$ cat src/rtl/mem_router_pkg.sv
package mem_router_pkg;
  localparam int unsigned ADDR_W = 16;

  typedef enum logic [3:0] {
    RG_CART, RG_BOOT, RG_VRAM, RG_WRAM0, RG_WRAM1, RG_HRAM,
    RG_IE, RG_IF, RG_BOOTOFF, RG_IO, RG_BAD
  } region_e;

  function automatic logic io_known(input logic [7:0] lo);
    case (lo)
      8'h01, 8'h02, 8'h07,
      8'h11, 8'h12, 8'h13, 8'h14,
      8'h24, 8'h25, 8'h26,
      8'h40, 8'h41, 8'h42, 8'h43, 8'h44, 8'h45,
      8'h47, 8'h48, 8'h49, 8'h4A, 8'h4B: return 1'b1;
      default: return 1'b0;
    endcase
  endfunction
endpackage

$ cat src/rtl/addr_decode.sv
module addr_decode
  import mem_router_pkg::*;
#(
  parameter int unsigned BOOT_BYTES = 256
) (
  input  logic [ADDR_W-1:0] addr_i,
  input  logic              we_i,
  input  logic              boot_on_i,
  output region_e           region_o
);
  localparam logic [ADDR_W-1:0] BootEnd = ADDR_W'(BOOT_BYTES);

  always_comb begin
    region_o = RG_BAD;
    if (addr_i <= 16'h7FFF)
      region_o = (!we_i && boot_on_i && addr_i < BootEnd) ? RG_BOOT : RG_CART;
    else if (addr_i <= 16'h9FFF) region_o = RG_VRAM;
    else if (addr_i <= 16'hBFFF) region_o = RG_CART;
    else if (addr_i <= 16'hCFFF) region_o = RG_WRAM0;
    else if (addr_i <= 16'hDFFF) region_o = RG_WRAM1;
    else if (addr_i <= 16'hFEFF) region_o = RG_BAD;
    else if (addr_i <= 16'hFF7F) begin
      if (addr_i[7:0] == 8'h0F)      region_o = RG_IF;
      else if (addr_i[7:0] == 8'h50) region_o = we_i ? RG_BOOTOFF : RG_BAD;
      else if (io_known(addr_i[7:0])) region_o = RG_IO;
      else                            region_o = RG_BAD;
    end
    else if (addr_i == 16'hFFFF) region_o = RG_IE;
    else region_o = RG_HRAM;
  end
endmodule

$ cat src/rtl/word_seq.sv
module word_seq
  import mem_router_pkg::*;
#(
  parameter int unsigned DW = 8
) (
  input  logic              clk_i,
  input  logic              rst_ni,
  input  logic              req_i,
  input  logic              word_i,
  input  logic [ADDR_W-1:0] addr_i,
  input  logic [DW-1:0]     byte_rdata_i,
  output logic [ADDR_W-1:0] byte_addr_o,
  output logic              hi_phase_o,
  output logic              ready_o,
  output logic [2*DW-1:0]   rdata_o
);
  logic          phase_q;
  logic [DW-1:0] hi_q;

  assign hi_phase_o  = req_i & word_i & ~phase_q;
  assign byte_addr_o = hi_phase_o ? addr_i + ADDR_W'(1) : addr_i;
  assign ready_o     = req_i & (~word_i | phase_q);
  assign rdata_o     = word_i ? {hi_q, byte_rdata_i} : {{DW{1'b0}}, byte_rdata_i};

  always_ff @(posedge clk_i or negedge rst_ni) begin
    if (!rst_ni) begin
      phase_q <= 1'b0;
      hi_q    <= '0;
    end else if (hi_phase_o) begin
      phase_q <= 1'b1;
      hi_q    <= byte_rdata_i;
    end else begin
      phase_q <= 1'b0;
    end
  end
endmodule

$ cat src/rtl/sys_regs.sv
module sys_regs
  import mem_router_pkg::*;
#(
  parameter int unsigned DW = 8
) (
  input  logic          clk_i,
  input  logic          rst_ni,
  input  logic          wr_i,
  input  region_e       region_i,
  input  logic [DW-1:0] wdata_i,
  input  logic          vid_vblank_i,
  input  logic          vid_stat_i,
  output logic          boot_on_o,
  output logic [DW-1:0] ie_o,
  output logic [DW-1:0] if_o,
  output logic          vid_wr_o,
  output logic          vid_vblank_o,
  output logic          vid_stat_o
);
  logic [DW-1:2] if_q;

  // bits 1:0 are owned by the video unit; read live
  assign if_o         = {if_q, vid_stat_i, vid_vblank_i};
  assign vid_wr_o     = wr_i & (region_i == RG_IF);
  assign vid_vblank_o = wdata_i[0];
  assign vid_stat_o   = wdata_i[1];

  always_ff @(posedge clk_i or negedge rst_ni) begin
    if (!rst_ni) begin
      boot_on_o <= 1'b1;
      ie_o      <= '0;
      if_q      <= '0;
    end else if (wr_i) begin
      if (region_i == RG_IE) ie_o <= wdata_i;
      if (region_i == RG_IF) if_q <= wdata_i[DW-1:2];
      if (region_i == RG_BOOTOFF && |wdata_i) boot_on_o <= 1'b0;
    end
  end
endmodule

$ cat src/rtl/mem_router.sv
module mem_router
  import mem_router_pkg::*;
#(
  parameter int unsigned DW         = 8,
  parameter int unsigned BOOT_BYTES = 256
) (
  input  logic              clk_i,
  input  logic              rst_ni,
  input  logic              req_i,
  input  logic              we_i,
  input  logic              word_i,
  input  logic [ADDR_W-1:0] addr_i,
  input  logic [2*DW-1:0]   wdata_i,
  output logic [2*DW-1:0]   rdata_o,
  output logic              ready_o,
  output logic              bus_err_o,
  output logic [ADDR_W-1:0] mem_addr_o,
  output logic [DW-1:0]     mem_wdata_o,
  output logic              cart_we_o,
  input  logic [DW-1:0]     cart_rdata_i,
  input  logic [DW-1:0]     boot_rdata_i,
  output logic              vram_we_o,
  input  logic [DW-1:0]     vram_rdata_i,
  output logic              wram0_we_o,
  input  logic [DW-1:0]     wram0_rdata_i,
  output logic              wram1_we_o,
  input  logic [DW-1:0]     wram1_rdata_i,
  output logic              hram_we_o,
  input  logic [DW-1:0]     hram_rdata_i,
  output logic              io_we_o,
  input  logic [DW-1:0]     io_rdata_i,
  output logic [DW-1:0]     irq_en_o,
  output logic [DW-1:0]     irq_flag_o,
  input  logic              vid_vblank_i,
  input  logic              vid_stat_i,
  output logic              vid_irq_we_o,
  output logic              vid_vblank_o,
  output logic              vid_stat_o
);
  region_e       region;
  logic          hi_phase;
  logic          boot_on;
  logic          wr;
  logic [DW-1:0] byte_rd;

  assign wr          = req_i & we_i;
  assign mem_wdata_o = hi_phase ? wdata_i[2*DW-1:DW] : wdata_i[DW-1:0];
  assign bus_err_o   = req_i & (region == RG_BAD);

  word_seq #(.DW(DW)) u_seq (
    .clk_i, .rst_ni, .req_i, .word_i, .addr_i,
    .byte_rdata_i (byte_rd),
    .byte_addr_o  (mem_addr_o),
    .hi_phase_o   (hi_phase),
    .ready_o,
    .rdata_o
  );

  addr_decode #(.BOOT_BYTES(BOOT_BYTES)) u_dec (
    .addr_i    (mem_addr_o),
    .we_i,
    .boot_on_i (boot_on),
    .region_o  (region)
  );

  sys_regs #(.DW(DW)) u_regs (
    .clk_i, .rst_ni,
    .wr_i         (wr),
    .region_i     (region),
    .wdata_i      (mem_wdata_o),
    .vid_vblank_i, .vid_stat_i,
    .boot_on_o    (boot_on),
    .ie_o         (irq_en_o),
    .if_o         (irq_flag_o),
    .vid_wr_o     (vid_irq_we_o),
    .vid_vblank_o, .vid_stat_o
  );

  always_comb begin
    case (region)
      RG_CART:  byte_rd = cart_rdata_i;
      RG_BOOT:  byte_rd = boot_rdata_i;
      RG_VRAM:  byte_rd = vram_rdata_i;
      RG_WRAM0: byte_rd = wram0_rdata_i;
      RG_WRAM1: byte_rd = wram1_rdata_i;
      RG_HRAM:  byte_rd = hram_rdata_i;
      RG_IO:    byte_rd = io_rdata_i;
      RG_IE:    byte_rd = irq_en_o;
      RG_IF:    byte_rd = irq_flag_o;
      default:  byte_rd = '1;
    endcase
  end

  assign cart_we_o  = wr & (region == RG_CART);
  assign vram_we_o  = wr & (region == RG_VRAM);
  assign wram0_we_o = wr & (region == RG_WRAM0);
  assign wram1_we_o = wr & (region == RG_WRAM1);
  assign hram_we_o  = wr & (region == RG_HRAM);
  assign io_we_o    = wr & (region == RG_IO);
endmodule

$ cat config.mk
export PLATFORM = sky130hd
export DESIGN_NAME = mem_router
export DESIGN_NICKNAME = d
export VERILOG_FILES = /design/src/rtl/mem_router_pkg.sv /design/src/rtl/addr_decode.sv /design/src/rtl/word_seq.sv /design/src/rtl/sys_regs.sv /design/src/rtl/mem_router.sv
export SDC_FILE = /design/constraint.sdc
export NUM_CORES = 1
export LEC_CHECK = 0
export BUFFER_PORTS_ARGS = -buffer_cell sky130_fd_sc_hd__clkbuf_2
export CAP_MARGIN = 0
export CELL_PAD_IN_SITES_DETAIL_PLACEMENT = 0
export CELL_PAD_IN_SITES_GLOBAL_PLACEMENT = 1
export CORE_ASPECT_RATIO = 1.5
export CORE_MARGIN = 5
export CORE_UTILIZATION = 33
export DETAILED_ROUTE_END_ITERATION = 10
export PLACE_DENSITY_LB_ADDON = 0.2
export SETUP_SLACK_MARGIN = 0.5
export SLEW_MARGIN = 20
export SYNTH_ARGS = -nofsm -noshare
export SYNTH_HDL_FRONTEND = slang
export SYNTH_SLANG_ARGS = --single-unit
$ cat constraint.sdc
create_clock -name clk_i -period 5.3 [get_ports clk_i]
set_input_delay 0.53 -clock clk_i [delete_from_list [all_inputs] [get_ports clk_i]]
set_output_delay 0.53 -clock clk_i [all_outputs]
set_load 0.01 [all_outputs]
# After elaboration in Yosys (flattened, before gate mapping)
# Index checks and enable logic that the tools add are counted.
word_totals:
  latchBits: 0
  mem_bits_ro: 0
  wordCells: 101
  mem_count: 0
  reg_bits: 24
  ramBits: 0
classes:
  n_reduce_logical: 10
  n_shift: 0
  n_addsub: 1
  div_mod_pow: 0
  n_lt_le_gt_ge: 8
  eq_ne: 34
  multipliers: 0
  bitwise: 15
  muxes: 28
op_table:
  columns: ["op", "n"]
  rows:
  - ["8-bit by 7-bit == test with 1-bit output, second input constant", 12]
  - ["16-bit less-or-equal comparator, second input constant", 6]
  - ["8-bit one-hot mux with 9 select lines", 1]
  - ["4-bit two-way mux", 9]
  - ["8-bit by 5-bit == test with 1-bit output, second input constant", 4]
  - ["16-bit two-way mux", 2]
  - ["8-bit by 6-bit == test with 1-bit output, second input constant", 3]
  - ["21-bit OR reduction", 1]
  - ["16-bit by 1-bit adder with 16-bit output, second input constant", 1]
  - ["16-bit == test, second input constant", 1]
  - ["4-bit by 3-bit == test with 1-bit output, second input constant", 4]
  - ["16-bit by 15-bit less-or-equal comparator with 1-bit output, second input constant", 1]
  - ["16-bit by 9-bit less-than comparator with 1-bit output, second input constant", 1]
  - ["1-bit AND", 12]
  - ["4-bit == test, second input constant", 3]
  - ["1-bit two-way mux", 12]
  - ["4-bit by 2-bit == test with 1-bit output, second input constant", 2]
  - ["8-bit by 1-bit == test with 1-bit output, second input constant", 1]
  - ["8-bit by 2-bit == test with 1-bit output, second input constant", 1]
  - ["8-bit by 3-bit == test with 1-bit output, second input constant", 1]
  - ["8-bit by 4-bit == test with 1-bit output, second input constant", 1]
  - ["8-bit two-way mux", 1]
  - ["8-bit OR reduction", 1]
  - ["2-bit two-way mux", 3]
  - ["other kinds (7)", 12]

# Logic depth before layout (Yosys ltp)
# Gate-level depths: netlist of run 1.
depth:
  word_depth: 28
  depth_mapped: 16

# Cells and area by module
# From an unflattened synthesis of run 1, not the netlist that was laid out.
unflattened:
  cells_unflattened: 313
  area_unflattened_um2: 2663.8
modules_own_cells:
  columns: ["module", "area_each_um2", "instances", "cells_per_inst"]
  rows:
  - ["mem_router", 895.9, 1, 120]
  - ["word_seq", 764.5, 1, 99]
  - ["sys_regs", 674.4, 1, 44]
  - ["addr_decode", 329.1, 1, 50]

# Worst setup path after synthesis of run 1
# OpenSTA, ideal clock, no wires.
synth_path:
  kind: "input-to-output"
  start: "input port addr_i[0]"
  end: "output port rdata_o[3]"
  t_required_ns: 4.770
  stages: 14
  arrival_time_ns: 3.723
  slack_ns: 1.047
  path_buffers: 3
  path_cell_list: "ha_1 > buf_2 > and3_1 > buf_2 > a31oi_1 > or2_1 > or4b_1 > or4_1 > a22o_1 > nor2_2 > buf_6 > mux2_2 > a311oi_1 > nand2_1"
synth_via:
  elab_cells_between_ends: 69
synth_lines:
  columns: ["item", "line", "rtl"]
  rows:
  - ["from (decl)", "mem_router.sv:12", "input logic [ADDR_W-1:0] addr_i,"]
  - ["16-bit by 1-bit adder with 16-bit output *", "word_seq.sv:21", "assign byte_addr_o = hi_phase_o ? addr_i + ADDR_W'(1) : addr_i;"]
  - ["16-bit two-way mux *", "word_seq.sv:21", null]
  - ["named net mem_addr_o[8]", "mem_router.sv:17", "output logic [ADDR_W-1:0] mem_addr_o,"]
  - ["branches (longest 8 deep; another with 16-bit less-or-equal comparator)", null, null]
  - ["4-bit two-way mux *", "addr_decode.sv:15", "if (addr_i <= 16'h7FFF)"]
  - ["4-bit by 3-bit == test with 1-bit output, or another cell as far along", "mem_router.sv:80", "case (region)"]
  - ["8-bit one-hot mux with 9 select lines *", "mem_router.sv:80", null]
  - ["16-bit two-way mux *", "word_seq.sv:23", "assign rdata_o = word_i ? {hi_q, byte_rdata_i} : {{DW{1'b0}}, byte_rdata_i};"]
  - ["to (decl)", "mem_router.sv:14", "output logic [2*DW-1:0] rdata_o,"]
# Mark *: on every way through the listed nets, which the timed path passes. The select of a mux whose other input is x is not followed.

# Worst setup path after layout of run 1
layout_path:
  start: "input port addr_i[0]"
  end: "output port rdata_o[3]"
layout_via:
  elab_chain_cells: 27
  elab_cells_between_ends: 69
layout_lines:
  columns: ["item", "line", "rtl"]
  rows:
  - ["16-bit by 1-bit adder with 16-bit output", "word_seq.sv:21", null]
  - ["16-bit two-way mux *", "word_seq.sv:21", null]
  - ["8-bit by 1-bit == test with 1-bit output, or another cell as far along", "mem_router_pkg.sv:10", "case (lo)"]
  - ["21-bit OR reduction", "mem_router_pkg.sv:10", null]
  - ["1-bit two-way mux", "mem_router_pkg.sv:10", null]
  - ["1-bit two-way mux", "addr_decode.sv:24", "else if (addr_i[7:0] == 8'h50) region_o = we_i ? RG_BOOTOFF : RG_BAD;"]
  - ["1-bit two-way mux", "addr_decode.sv:23", "if (addr_i[7:0] == 8'h0F) region_o = RG_IF;"]
  - ["1-bit two-way mux", "addr_decode.sv:22", "else if (addr_i <= 16'hFF7F) begin"]
  - ["[11 not listed]", null, null]
  - ["4-bit two-way mux", "addr_decode.sv:20", "else if (addr_i <= 16'hDFFF) region_o = RG_WRAM1;"]
  - ["4-bit two-way mux", "addr_decode.sv:19", "else if (addr_i <= 16'hCFFF) region_o = RG_WRAM0;"]
  - ["4-bit two-way mux", "addr_decode.sv:18", "else if (addr_i <= 16'hBFFF) region_o = RG_CART;"]
  - ["4-bit two-way mux", "addr_decode.sv:17", "else if (addr_i <= 16'h9FFF) region_o = RG_VRAM;"]
  - ["4-bit two-way mux *", "addr_decode.sv:15", null]
  - ["4-bit by 3-bit == test with 1-bit output, or another cell as far along", "mem_router.sv:80", null]
  - ["8-bit one-hot mux with 9 select lines *", "mem_router.sv:80", null]
  - ["16-bit two-way mux *", "word_seq.sv:23", null]
# Every way passes the cells marked *; elsewhere a longest branch is shown, timed or not. The select of a mux whose other input is x is not followed.

==> metrics.txt, run 1 <==
grt met3 use 3.95%; Core ar. 10000 um2; vias in the first global route 4254; GRT met2 Usage 41.7%; Worst Path Arrival 4120 ps; Fin. Hold Viols 0; Tmin final 4650 ps; Routed WL 14.3 mm; outcome finished, final reports clean; Final Cycle Share 87.8%; Syn Area/Cell 7.37 um2; CTS Buf Count 3; total track usage 22.6%; most common cell after layout, fill and taps aside clkbuf_2; reg2reg setup slack 1500 ps; Clock Tree Root clkbuf_16; relative slew slack 51.4%; met1 usage 24.6%; Vias 4186; asr flop ratio synth 100%; GRT Max-Usage Layer met2; Synth area leader dfrtp_1; # hold bufs at CTS 0; Max-Cap Viols 0; Die X 92.2 um; P per Cell Area 164 nW/um2; vias per cell 5.92; # H-tree levels 1; Total Nets Final 687; Antenna Cells 0; RR Endpoint u_regs.if_q[7]; max-slew violation count 0; Placement Setup Slack 357 ps; Cells after Synth 453; Multi-input gate area 2500 um2; Post-Syn Area 3340 um2; First DRT Iteration DRCs 270; Main synth FF type dfrtp_1; hold crit path type input port to asynchronous set/reset pin; Leak 2.06 nW; Final Instance Area 4350 um2; Worst Clk Skew 2.67 ps; Warnings, synthesis 0; syn nets 549; clk slew on worst S/H paths 60 ps; P&R area growth vs syn 30.2%; register area share after synthesis 18.0%; Area after DPL 4180 um2; gr ovfl total 0; Synth cell types 79; RSZ-0062 raised after global routing false; drt wl/cell 20.2 um; PortBufs 161; Tightest Pin Transition 727 ps; storage element area 602 um2; Worst Slack Setup Final 649 ps; worst-path maximum fanout 13; top area cells in the synthesized netlist dfrtp_1 (17%), mux2i_1 (5.1%), nand2_1 (4.4%); global placer's final weighted congestion 0.918; VDD IR max 194 uV; Worst R2R Start u_seq.phase_q; area share of the largest cell type after synthesis 17.2%; die height 133 um; Synth Register Bits 24; Filler Cells Inserted 1074; Worst R2R Path Depth 12; DR pass1 iterations 5; clk_lat worst skew 270 ps; CP endpoint kind primary output; Starting Density 33.3%; largest net degree at the start of global routing 26; DRC violations left 0; clk sinks 24; CTS tree built; startpoint types input port; setup TNS 0 ps; f_max 215 MHz; Data required, critical path 4770 ps; Longest Clk Path Bufs 2; initial antenna violation count 0; global-route wire length before repair 22.1 mm; critical path type input port to primary output; most frequent cells in the layout clkbuf_2 (159), nand2_1 (39), nor2_1 (36); number of setup violations in the final report 0; number of enable flip-flop cells after synthesis 0; layout cells sized above 1 36.6%; io pins 162; Detailed Place HPWL 11.8 mm; Die ar. 12300 um2; # rows 45; Final ANT Viol Nets 0
==> synthesized netlist by cell type (all sizes together) (4+ instances only) <==
cell	number
a21boi	4
a31oi	16
nor3	9
mux2	13
nand3	26
nand2b	6
mux2i	17
or2	5
nand4	19
clkbuf	22
or3	4
and3	8
nor2	39
xnor2	10
dfrtp	23
and4	6
nand2	40
a21oi	16
and2	16
o21ai	29
o21a	5
a32oi	5
nor3b	5
buf	20
xor2	5
a221oi	5
inv	20
==> cell type report <==
cell class	count	area share [%]
inverter	20	1.73
timing repair buffer	175	21.1
clock inverter	1	0.690
clock buffer	3	1.73
sequential	24	13.8
tap	117	3.37
multi-input combinational	367	57.5
==> critical path, stage by stage <==
cell,delay [ps]
clkbuf_2,250
ha_4,240
and3_2,290
a31oi_1,130
or2_1,280
or4b_1,500
or4_1,520
a22o_1,260
nor2_2,160
mux2_2,360
a311oi_2,340
nand2_1,100
clkbuf_2,140
==> where the power goes <==
part / switching (mW) / internal (mW)
Combinational: 0.172 / 0.118
Clock: 0.0689 / 0.150
Sequential: 0.00685 / 0.195
Total: 0.247 / 0.464
==> metal layers <==
layer  routed length [um]  vias to the layer above
li1                     -                     1970
met1                 5050                     1921
met2                 7490                      247
met3                 1120                       48
met4                  624                        0
met5                    0                        -
==> kinds of logic (layout without fill, tap and decap cells) <==
kind of cell,Yosys count,in the layout,share of synthesized area (%)
AND/OR/NAND/NOR,199,199,33.4
AO/OA/AOI/OAI,121,121,25.4
buffers and inverters,62,199,8.46
multiplexers,30,30,10.1
flip-flops,24,24,18.0
XOR/XNOR,15,15,3.93
adder cells (fa/ha/maj),2,2,0.674
==> state kept, by name, indices dropped and copies added, names as in the netlist <==
| register | flops |
|---|---|
| u_regs.boot_on_o | 1 |
| u_regs.ie_o | 8 |
| u_regs.if_q | 6 |
| u_seq.hi_q | 8 |
| u_seq.phase_q | 1 |
==> repair_timing <==
item,4_1_cts,5_1_grt
setup endpoints to repair,7,8
gates resized for setup,4,10
gates cloned,0,0
pin swaps,0,1
setup buffers,0,1
==> worst max-delay path by stage <==
stage / slack [ps] / end / cells past startpoint / startpoint
final: 650 / rdata_o[3] / 13 / addr_i[0]
after global routing: 490 / rdata_o[3] / 13 / addr_i[0]
after CTS: 530 / rdata_o[1] / 13 / addr_i[0]
after detailed placement: 360 / rdata_o[3] / 13 / addr_i[0]
after global placement: 470 / rdata_o[3] / 13 / addr_i[0]
after floorplan: 1050 / rdata_o[3] / 14 / addr_i[0]
==> stage by stage <==
step	instances	total power [mW]	hold slack, ps	utilization (%)
2_1_floorplan	453	0.369	234	-
3_3_place_gp	702	0.488	485	41.7
3_5_place_dp	702	0.489	494	41.7
4_1_cts	706	0.711	287	43.0
5_1_grt	707	0.748	328	43.4
6_report	707	0.711	264	43.4
Note: power is estimated with default switching activity, not from simulation.
==> inputs of run 2 (changes only) <==
- BUFFER_PORTS_ARGS: -buffer_cell sky130_fd_sc_hd__clkbuf_2 -> -buffer_cell sky130_fd_sc_hd__buf_4
- PLACE_DENSITY: unset -> 0.9
- PLACE_DENSITY_LB_ADDON: 0.2 -> unset
==> run 2 against run 1 <==
Against the previous run:
- final cell count shrank 0.42%
- first-iteration DRC count grew 5.2%
- register-to-register slack gained 70 ps
- combinational power grew 12%
- final area grew 8.3%
- via count grew 0.50%
- fmax is essentially flat
- global-route usage grew 0.54 points
- clock power is essentially flat
- sequential power is essentially flat
- critical path type unchanged
- critical endpoint is now rdata_o[1]
- largest cell class unchanged
- largest power group unchanged
- highest routed layer unchanged
==> metrics.txt, run 2 (synthesis gave the netlist of run 1 again) <==
outcome finished, final reports clean; Detailed Place HPWL 12.3 mm; Starting Density 33.3%; grt met3 use 4.86%; clk_lat worst skew 270 ps; # H-tree levels 1; GRT Max-Usage Layer met2; Placement Setup Slack 546 ps; P&R area growth vs syn 41.0%; Vias 4207; Core ar. 10000 um2; Largest regs u_regs.ie_o x8, u_seq.hi_q x8, u_regs.if_q x6; Final Cycle Share 87.7%; largest net degree at the start of global routing 25; Fin. Hold Viols 0; Total Nets Final 684; drt wl/cell 21.0 um; DR pass1 iterations 5; Antenna Cells 0; Data required, critical path 4770 ps; total track usage 23.2%; Worst Slack Setup Final 651 ps; most common cell after layout, fill and taps aside buf_4; CP endpoint kind primary output; Routed WL 14.8 mm; # rows 45; critical path type input port to primary output; reg2reg setup slack 1570 ps; vias in the first global route 4364; Final Util 47.0%; # hold bufs at CTS 0; Max-Cap Viols 0; Die X 92.2 um; Tmin final 4650 ps; die height 133 um; Worst R2R Path Depth 12; PortBufs 161; relative slew slack 51.8%; met1 usage 23.8%; Leak 2.15 nW; First DRT Iteration DRCs 284; setup TNS 0 ps; clk sinks 24; Worst Clk Skew 6.27 ps; VDD IR max 205 uV; Tightest Pin Transition 716 ps; number of setup violations in the final report 0; CTS Buf Count 3; global placer's final weighted congestion 0.921; P per Cell Area 159 nW/um2; gr ovfl total 0; Filler Cells Inserted 995; global-route wire length before repair 22.6 mm; clk slew on worst S/H paths 70 ps; vias per cell 5.98; Worst Path Arrival 4120 ps; hold crit path type input port to asynchronous set/reset pin; io pins 162; Longest Clk Path Bufs 2; Clock Tree Root clkbuf_16; GRT met2 Usage 42.2%; most frequent cells in the layout buf_4 (171), nand2_1 (39), nor2_1 (37); RR Endpoint u_regs.if_q[5]; RSZ-0062 raised after global routing false; DRC violations left 0; layout cells sized above 1 35.8%; CTS tree built; worst-path maximum fanout 19; f_max 215 MHz; Tot Pwr 0.751 mW; Worst R2R Start u_seq.phase_q; Final ANT Viol Nets 0; startpoint types input port; initial antenna violation count 0; max-slew violation count 0; Die ar. 12300 um2
run 2: changes by cell type in the layout (fill, tap and decap cells not counted), sizes merged:
cell / before / now
clkbuf: 162 / 3
buf: 16 / 172
run 2: power breakdown:
group	internal, mW	switching, mW
Clock	0.151	0.0718
Sequential	0.195	0.00678
Combinational	0.151	0.175
run 2: timing repair:
action / 4_1_cts / 5_1_grt
gates resized for setup: 0 / 11
setup buffers: 0 / 2
setup endpoints to repair: 0 / 9
run 2: cell type report:
cell class | instances | area, um2 | area share (%)
inverter | 20 | 80.1 | 1.70
sequential | 24 | 602 | 12.8
clock buffer | 3 | 75.1 | 1.59
timing repair buffer | 172 | 1290 | 27.5
clock inverter | 1 | 30.0 | 0.637
multi-input combinational | 367 | 2480 | 52.7
tap | 117 | 146 | 3.11
run 2: worst max-delay path by stage:
stage,cells past startpoint,endpoint,start,slack (ps)
2_1_floorplan,14,rdata_o[3],addr_i[0],1050
3_3_place_gp,12,rdata_o[0],addr_i[0],550
3_5_place_dp,13,rdata_o[0],addr_i[0],550
4_1_cts,13,rdata_o[0],addr_i[0],520
5_1_grt,13,rdata_o[5],addr_i[0],510
6_report,13,rdata_o[1],addr_i[0],650
run 2: per-stage QoR:
stage	hold slack [ps]	cells	cell area, um2
2_1_floorplan	234	453	3340
3_3_place_gp	446	698	4560
3_5_place_dp	451	698	4560
4_1_cts	164	702	4660
5_1_grt	178	704	4710
6_report	146	704	4710
run 2: worst max-delay path: stages:
cell and delay (ps):
buf_4 150, ha_2 290, and3_2 310, a31oi_1 130, or2_1 270, or4b_1 510, or4_1 540, a22o_1 260
nor2_2 140, buf_4 260, mux2i_1 430, nand2b_1 170, buf_4 120
run 2: layer usage:
metal | vias to the layer above | wire [um]
li1 | 1967 | -
met1 | 1964 | 5240
met2 | 219 | 7600
met3 | 57 | 1010
met4 | 0 | 963
met5 | - | 0
==> inputs of run 3 (changes only) <==
- CORE_MARGIN: 5 -> unset
==> run 3 against run 2 <==
Against the previous run:
- the run now ends with DRC left
- worst setup slack better by 28 ps
- power down 0.19%
- sequential share of layout area increased by 0.054 points
- combinational power is essentially flat
- critical endpoint is now rdata_o[0]
- largest cell class unchanged
==> metrics.txt, run 3 (synthesis gave the netlist of run 1 again) <==
Data required, critical path 4770 ps; Vias 4246; number of setup violations in the final report 0; Antenna Cells 0; Worst Clk Skew 1.90 ps; drt wl/cell 19.9 um; Worst R2R Start u_seq.phase_q; Largest regs u_regs.ie_o x8, u_seq.hi_q x8, u_regs.if_q x6; most common cell after layout, fill and taps aside buf_4; global placer's final weighted congestion 0.930; gr ovfl total 0; io pins 162; Max-Cap Viols 0; Leak 2.14 nW; storage element area 602 um2; CTS resizes 0; f_max 216 MHz; vias in the first global route 4243; # hold bufs at CTS 0; P per Cell Area 160 nW/um2; failing checks DRC; Starting Density 34.3%; setup TNS 0 ps; Die ar. 10500 um2; Final Instance Area 4690 um2; Worst path max stage delay 520 ps; Fin. Hold Viols 0; clk sinks 24; critical path type input port to primary output; Tightest Pin Transition 631 ps; Worst R2R Path Depth 12; Detailed Place HPWL 11.1 mm; relative slew slack 57.6%; Final Cycle Share 87.2%; Area after DPL 4550 um2; initial antenna violation count 0; worst-path maximum fanout 19; largest net degree at the start of global routing 26; Die X 84.2 um; Tot Pwr 0.749 mW; DR pass1 iterations 8; Routed WL 13.9 mm; clk slew on worst S/H paths 60 ps; max-slew violation count 0; Critical path origin addr_i[0]; Tmin final 4620 ps; Crit path top cell by count buf_4; Multi-input gate area 2500 um2; First DRT Iteration DRCs 399; CP max-delay cell or4_1; # H-tree levels 1; vias per cell 6.07; Worst Path Arrival 4090 ps; total track usage 25.6%; Filler Cells Inserted 960; outcome complete, but fails checks; die height 125 um; P&R area growth vs syn 40.4%; Core ar. 9740 um2; hold crit path type input port to asynchronous set/reset pin; Longest Clk Path Bufs 2; Clock Tree Root clkbuf_16; CP endpoint kind primary output; startpoint types input port; clk_lat worst skew 270 ps; Total Nets Final 682; layout cells sized above 1 35.7%; DRC violations left 12; # rows 44; VDD IR max 164 uV; RSZ-0062 raised after global routing false; reg2reg setup slack 1470 ps; Final ANT Viol Nets 0; CTS tree built; most frequent cells in the layout buf_4 (169), nand2_1 (39), nor2_1 (36); PortBufs 161; CTS Buf Count 3; global-route wire length before repair 21.4 mm; CP Cell Sequence buf_4 > ha_2 > and3_2 > a31oi_1 > or2_1 > or4b_1 > or4_1 > a22o_1 > nor2_2 > buf_4 > nand3_1 > a2bb2oi_1 > nand2_1 > buf_4; post-CTS setup buffer count 0
-- run 3: metrics by stage --
step	worst slack, ps	cells	utilization (%)	hold slack [ps]
2_1_floorplan	1050	453	-	234
3_3_place_gp	634	695	46.6	445
3_5_place_dp	595	695	46.6	449
4_1_cts	552	699	47.7	163
5_1_grt	524	700	48.2	176
6_report	679	700	48.2	155
-- run 3: cell type report --
cell class                 count  share of cell area [%]
inverter                      20                    1.60
multi-input combinational    368                    53.2
clock inverter                 1                   0.640
timing repair buffer         169                    27.0
clock buffer                   3                    1.60
tap                          115                    3.07
sequential                    24                    12.8
-- run 3: path summary, 6_finish.rpt --
path                                    endpoint
max in group asynchronous       u_regs.boot_on_o
min in group clk_i              u_regs.boot_on_o
worst min-delay path              u_regs.ie_o[6]
worst min register to register  u_regs.boot_on_o
worst max-delay path                  rdata_o[0]
worst max register to register    u_regs.if_q[6]
-- run 3: metal layers --
metal | part of all wire (%) | GRT usage, %
met1 | 35 | 26.4
met2 | 52 | 47.6
met3 | 7.2 | 3.43
met4 | 6.4 | 17.0
met5 | 0 | 0
-- run 3: worst max-delay path: cells and delay by family --
family,cells,cell delay (ps)
AO/OA/AOI/OAI,3,650
adder cells (fa/ha/maj),1,290
buffers and inverters,3,580
AND/OR/NAND/NOR,7,2010
-- run 3: power breakdown --
part | internal [mW] | switching (mW)
logic | 0.151 | 0.174
registers | 0.195 | 0.00723
clock network | 0.150 | 0.0716
total | 0.497 | 0.252
